==> config.mk <==
export PLATFORM = sky130hd
export DESIGN_NAME = uart_baud_gen
export DESIGN_NICKNAME = d
export VERILOG_FILES = /design/src/rtl/uart_baud_pkg.sv /design/src/rtl/uart_baud_cfg.sv /design/src/rtl/uart_baud_prediv.sv /design/src/rtl/uart_baud_main_div.sv /design/src/rtl/uart_baud_gen.sv
export SDC_FILE = /design/constraint.sdc
export NUM_CORES = 1
export LEC_CHECK = 0
export BUFFER_PORTS_ARGS = -buffer_cell sky130_fd_sc_hd__buf_2
export CORE_MARGIN = 2
export CORE_UTILIZATION = 30
export CTS_CLUSTER_DIAMETER = 150
export DETAILED_ROUTE_END_ITERATION = 6
export GPL_ROUTABILITY_DRIVEN = 1
export SETUP_SLACK_MARGIN = 0.15
export SYNTH_ARGS = -nofsm -noshare
export SYNTH_HDL_FRONTEND = slang
export SYNTH_SLANG_ARGS = --single-unit
==> constraint.sdc <==
create_clock -name clk -period 2.7 [get_ports clk]
set_clock_uncertainty 0.05 [all_clocks]
set_input_delay 0.135 -clock clk [delete_from_list [all_inputs] [get_ports clk]]
set_output_delay 0.135 -clock clk [all_outputs]
set_load 0.005 [all_outputs]
==> src/rtl/uart_baud_pkg.sv <==
package uart_baud_pkg;

    // Field positions that software relies on
    localparam int BIT_EN   = 23;
    localparam int BIT_SRC  = 24;
    localparam int BIT_XSEL = 26;

    // Pre-scaler counter and ratio widths (ratios up to 4)
    localparam int PRE_CW = 2;
    localparam int PRE_RW = PRE_CW + 1;

    localparam logic [PRE_RW-1:0] LEGACY_XTAL_RATIO = PRE_RW'(3);
    localparam logic [PRE_RW-1:0] LEGACY_SYS_RATIO  = PRE_RW'(4);

    // Crystal pre-scale ratio decoded from the two-bit code
    function automatic logic [PRE_RW-1:0] xtal_ratio(input logic [1:0] code);
        logic [PRE_RW-1:0] r;
        case (code)
            2'b00:   r = PRE_RW'(3);
            2'b01:   r = PRE_RW'(1);
            default: r = PRE_RW'(2);
        endcase
        return r;
    endfunction

endpackage

==> src/rtl/uart_baud_cfg.sv <==
module uart_baud_cfg
    import uart_baud_pkg::*;
#(
    parameter bit LEGACY = 1'b0,
    parameter int DIV_W  = 23
) (
    input  logic             clk,
    input  logic             rst_n,
    input  logic             cfg_wr,
    input  logic [31:0]      cfg_wdata,
    output logic [31:0]      cfg_rdata,
    output logic [DIV_W-1:0] div_val,
    output logic             en,
    output logic             src_xtal,
    output logic [1:0]       xsel,
    output logic             restart
);

    localparam logic [31:0] DIV_MASK = 32'((64'd1 << DIV_W) - 64'd1);
    localparam logic [31:0] RD_MASK  = DIV_MASK | (32'd1 << BIT_EN) | (32'd1 << BIT_SRC)
                                     | (LEGACY ? 32'd0 : (32'd3 << BIT_XSEL));

    typedef struct packed {
        logic [1:0]       xsel;
        logic             src;
        logic             en;
        logic [DIV_W-1:0] div;
    } cfg_t;

    cfg_t st_d, st_q, wr_v;
    logic restart_c;
    logic unused_wr;

    assign unused_wr = ^cfg_wdata[31:DIV_W];

    always_comb begin
        wr_v.div  = cfg_wdata[DIV_W-1:0];
        wr_v.en   = cfg_wdata[BIT_EN];
        wr_v.src  = cfg_wdata[BIT_SRC];
        wr_v.xsel = LEGACY ? 2'b00 : cfg_wdata[BIT_XSEL+1:BIT_XSEL];
        st_d      = st_q;
        restart_c = 1'b0;
        if (cfg_wr) begin
            st_d      = wr_v;
            restart_c = (wr_v.div != st_q.div) || (wr_v.src != st_q.src)
                     || (wr_v.xsel != st_q.xsel);
        end
    end

    always_ff @(posedge clk) begin
        if (!rst_n) st_q <= '0;
        else        st_q <= st_d;
    end

    always_comb begin
        cfg_rdata                         = '0;
        cfg_rdata[DIV_W-1:0]              = st_q.div;
        cfg_rdata[BIT_EN]                 = st_q.en;
        cfg_rdata[BIT_SRC]                = st_q.src;
        cfg_rdata[BIT_XSEL+1:BIT_XSEL]    = st_q.xsel;
    end

    assign div_val  = st_q.div;
    assign en       = st_q.en;
    assign src_xtal = st_q.src;
    assign xsel     = st_q.xsel;
    assign restart  = restart_c;

    AST_WRITE_LANDS: assert property (@(posedge clk) disable iff (!rst_n)
        cfg_wr |=> cfg_rdata == ($past(cfg_wdata) & RD_MASK));

endmodule

==> src/rtl/uart_baud_prediv.sv <==
module uart_baud_prediv
    import uart_baud_pkg::*;
(
    input  logic              clk,
    input  logic              rst_n,
    input  logic              clr,
    input  logic [PRE_RW-1:0] ratio,
    input  logic              in_stb,
    output logic              out_stb
);

    typedef struct packed {
        logic [PRE_CW-1:0] cnt;
    } pre_t;

    pre_t st_d, st_q;
    logic out_c;

    always_comb begin
        st_d  = st_q;
        out_c = 1'b0;
        if (clr) begin
            st_d.cnt = '0;
        end else if (in_stb) begin
            if ({1'b0, st_q.cnt} == (ratio - 1'b1)) begin
                out_c    = 1'b1;
                st_d.cnt = '0;
            end else begin
                st_d.cnt = st_q.cnt + 1'b1;
            end
        end
    end

    always_ff @(posedge clk) begin
        if (!rst_n) st_q <= '0;
        else        st_q <= st_d;
    end

    assign out_stb = out_c;

    AST_PRE_BOUND: assert property (@(posedge clk) disable iff (!rst_n)
        {1'b0, st_q.cnt} < ratio);
    AST_PRE_CLEAR: assert property (@(posedge clk) disable iff (!rst_n)
        clr |=> st_q.cnt == '0);

endmodule

==> src/rtl/uart_baud_main_div.sv <==
module uart_baud_main_div #(
    parameter int DIV_W = 23
) (
    input  logic             clk,
    input  logic             rst_n,
    input  logic             clr,
    input  logic [DIV_W-1:0] div_val,
    input  logic             src_stb,
    output logic             tick
);

    typedef struct packed {
        logic [DIV_W-1:0] cnt;
    } main_t;

    main_t st_d, st_q;
    logic  tick_c;

    always_comb begin
        st_d   = st_q;
        tick_c = 1'b0;
        if (clr) begin
            st_d.cnt = '0;
        end else if (src_stb) begin
            if (st_q.cnt == div_val) begin
                tick_c   = 1'b1;
                st_d.cnt = '0;
            end else begin
                st_d.cnt = st_q.cnt + 1'b1;
            end
        end
    end

    always_ff @(posedge clk) begin
        if (!rst_n) st_q <= '0;
        else        st_q <= st_d;
    end

    assign tick = tick_c;

    AST_CNT_BOUND: assert property (@(posedge clk) disable iff (!rst_n)
        st_q.cnt <= div_val);
    AST_MAIN_CLEAR: assert property (@(posedge clk) disable iff (!rst_n)
        clr |=> st_q.cnt == '0);

endmodule

==> src/rtl/uart_baud_gen.sv <==
module uart_baud_gen
    import uart_baud_pkg::*;
#(
    parameter bit LEGACY = 1'b0,
    parameter int DIV_W  = 23
) (
    input  logic        clk,
    input  logic        rst_n,
    input  logic        cfg_wr,
    input  logic [31:0] cfg_wdata,
    output logic [31:0] cfg_rdata,
    input  logic        xtal_stb,
    input  logic        sys_stb,
    output logic        baud_tick
);

    logic [DIV_W-1:0]  div_val;
    logic              en;
    logic              src_xtal;
    logic [1:0]        xsel;
    logic              restart;
    logic              clr;
    logic [PRE_RW-1:0] xratio;
    logic              xtal_path;
    logic              sys_path;
    logic              src_path;

    uart_baud_cfg #(.LEGACY(LEGACY), .DIV_W(DIV_W)) u_cfg (
        .clk       (clk),
        .rst_n     (rst_n),
        .cfg_wr    (cfg_wr),
        .cfg_wdata (cfg_wdata),
        .cfg_rdata (cfg_rdata),
        .div_val   (div_val),
        .en        (en),
        .src_xtal  (src_xtal),
        .xsel      (xsel),
        .restart   (restart)
    );

    // Counters restart on a field change and are held while disabled
    assign clr    = restart | ~en;
    assign xratio = LEGACY ? LEGACY_XTAL_RATIO : xtal_ratio(xsel);

    uart_baud_prediv u_xtal_pre (
        .clk     (clk),
        .rst_n   (rst_n),
        .clr     (clr),
        .ratio   (xratio),
        .in_stb  (xtal_stb),
        .out_stb (xtal_path)
    );

    generate
        if (LEGACY) begin : g_sys_div4
            uart_baud_prediv u_sys_pre (
                .clk     (clk),
                .rst_n   (rst_n),
                .clr     (clr),
                .ratio   (LEGACY_SYS_RATIO),
                .in_stb  (sys_stb),
                .out_stb (sys_path)
            );
        end else begin : g_sys_direct
            assign sys_path = sys_stb;
        end
    endgenerate

    assign src_path = src_xtal ? xtal_path : sys_path;

    uart_baud_main_div #(.DIV_W(DIV_W)) u_main (
        .clk     (clk),
        .rst_n   (rst_n),
        .clr     (clr),
        .div_val (div_val),
        .src_stb (src_path),
        .tick    (baud_tick)
    );

    AST_NO_TICK_DISABLED: assert property (@(posedge clk) disable iff (!rst_n)
        !cfg_rdata[BIT_EN] |-> !baud_tick);
    AST_TICK_ON_SRC: assert property (@(posedge clk) disable iff (!rst_n)
        baud_tick |-> (cfg_rdata[BIT_SRC] ? xtal_stb : sys_stb));

endmodule

==> out/results.txt <==
Worst EP required = 2.89 ns
Post-Route WL = 7770 µm
die width = 106 µm
maximum fanout along the worst path = 24
Post-CTS Repair Setup Buffers = 0
Worst R2R Setup Slack = 0.36 ns
CTS H-tree depth = 2
worst hold-check path type = input pin to flop
predominant post-synthesis flop cell = dfxtp_1
synth unique cells = 44
routability cong. = 0.851
std cell rows = 37
Yosys top cell area share = 0.335
fraction of registers with async set or reset after synthesis = 0
Die Y = 106 µm
initial core utilization = 0.305
CTS tree = built
most numerous cell in the Yosys netlist = dfxtp_1
Worst EP arrival = 2.53 ns
Ys Warns = 0
# hold bufs at CTS = 0
total gr overflow = 0
CP max stage delay = 0.45 ns
cts bufs inserted = 5
fin nets = 459
port bufs = 59
Setup-failing EPs final = 0
CP Buf/Inv Count = 1
WS Path Type = flop to flop
Synth Register Bits = 52
maximum clock path buffer count = 2
# resized after CTS = 0
largest net degree at the start of global routing = 30
Post-synth top cells = 52 x dfxtp_1, 46 x xnor2_1, 43 x nand2_1, 31 x nor2b_1, 26 x mux2i_1
fmax = 428 MHz
Vias = 2708
layout cells sized above 1 = 0.216
CP Depth = 7
Pwr Density = 442 nW/µm²
CORE AREA = 10200 µm²
clk slew on worst S/H paths = 0.10 ns
global-route wire length before repair = 12800 µm
drt first pass iters = 4
slowest CP cell = a41o_1
setup tns final = 0 ns
Detailed Place HPWL = 5800 µm
Starting DRT DRC Count = 166
root buffer selected by CTS = clkbuf_8
number of synthesized flops with an enable pin = 0
Leak Pwr = 0.00137 µW
Critical path destination = u_main.st_q[7]
drt wl/cell = 13.9 µm
register area share after synthesis = 0.335
worst r2r src = u_cfg.div_val[3]
VDD IR-drop max = 0.000188 V
Ports = 70
clock latency on the worst-skew pair = 0.32 ns
startpoint class of the critical path = flop
min Tclk post-route = 2.34 ns
Clock Sink Count = 52
Synth area leaders = dfxtp_1 33%, xnor2_1 13%, mux2i_1 8.4%, nor2b_1 6.2%, nand2_1 5.2%
Residual DRC = 0
post-route ant nets = 0
GRT Resource Usage Total = 0.141
number of max-cap violations = 0
Final Hold Fails = 0
Syn Inst Count = 365
diode count = 0
critical path's top delay family = simple AND/OR/NAND/NOR gates
Worst R2R End = u_main.st_q[7]
vias per inst = 4.85
Syn Area/Cell = 8.52 µm²
R2R depth = 7
Tcrit/Tclk final = 0.865
CP startpoint = u_cfg.div_val[3]
Synth area leader = dfxtp_1
Layout area overhead = 17.2%
Finished Core Util = 0.358
initial antenna violation count = 0
Slew Limit Fails = 0
RSZ-0062 raised after global routing = false
Cell Area, Synth = 3110 µm²
CP Cell Sequence = xnor2_1, nand4_1, nor4_4, a41o_1, buf_4, nand2_1, o22ai_1
Critical Path Sink Type = flop
die area = 11200 µm²
vias in the first global route = 2627
status = finished, final reports clean
## final cells by class
class	instances	area [µm²]
inverters	1	3.75
well taps	136	170
multi-input cells	290	1940
fillers	1057	6540
flip-flops and latches	52	1040
clock inverters	2	35.0
repair buffers	71	385
clock buffers	6	72.6
## where the power goes
group          internal, µW  leakage [µW]  switching (µW)
clock network           276     0.0000552             265
logic                   123      0.000895             123
registers               791      0.000424            34.2
total                  1190       0.00137             422
## cells in the final DEF (no fill, tap or decap), types with 4 or more instances in the layout
master    instances
a21oi_1          22
buf_2            59
buf_4            12
clkbuf_8          5
conb_1            5
dfxtp_1          52
mux2i_1          26
nand2_1          43
nand3_1           9
nand3b_1          5
nand4_1          16
nor2_1           18
nor2b_1          31
nor3_1            5
o22ai_1          15
or2_2             4
or3b_1            4
xnor2_1          46
xor2_1            4
## cell families after synthesis
| kind of cell | Yosys count | share of synthesized area |
|---|---|---|
| other | 1 | 0.00121 |
| adders and majority gates | 1 | 0.00402 |
| buffers and inverters | 27 | 0.0471 |
| muxes | 26 | 0.0837 |
| DFF | 52 | 0.335 |
| xor gates and xnor gates | 50 | 0.141 |
| and+or+nand+nor | 153 | 0.276 |
| AOI/OAI and AO/OA | 55 | 0.112 |
## tightest hold or removal path: stages
cell	delay (ns)
buf_2	0.08
a21oi_1	0.05
nor2b_1	0.09
## registers in the layout, indices dropped and copies added, names as in the netlist
| signal | count |
|---|---|
| u_cfg.src_xtal | 1 |
| u_main.st_q | 23 |
| u_cfg.div_val | 23 |
| u_cfg.en | 1 |
| u_xtal_pre.st_q | 2 |
| u_cfg.xsel | 2 |
## how the worst min path moves through the flow
stage | startpoint | to | depth (start not counted)
finish | cfg_wdata[23] | u_cfg.en | 3
global route | cfg_wdata[23] | u_cfg.en | 3
CTS | cfg_wdata[23] | u_cfg.en | 3
detailed placement | cfg_wdata[23] | u_cfg.en | 3
global placement | cfg_wdata[23] | u_cfg.en | 3
floorplan | cfg_wdata[23] | u_cfg.en | 2
## routing by layer
layer	part of all wire	wire length [µm]	global-route usage
met5	0	0	0
met4	0.023	176	0.0508
met3	0.045	348	0.0309
met2	0.46	3550	0.235
met1	0.48	3700	0.180
## metrics by stage
step                      instance area [µm²]  hold slack, ns  setup WS [ns]  cells  power, µW
after floorplan                          3130           0.252          0.771    369       1000
after global placement                   3540           0.343          0.384    550       1090
after detailed placement                 3540           0.353          0.368    550       1090
after CTS                                3650          0.0283          0.309    558       1630
after global routing                     3650          0.0373          0.166    558       1680
final                                    3650          0.0386          0.364    558       1610
Note: power is estimated with default switching activity, not from simulation.
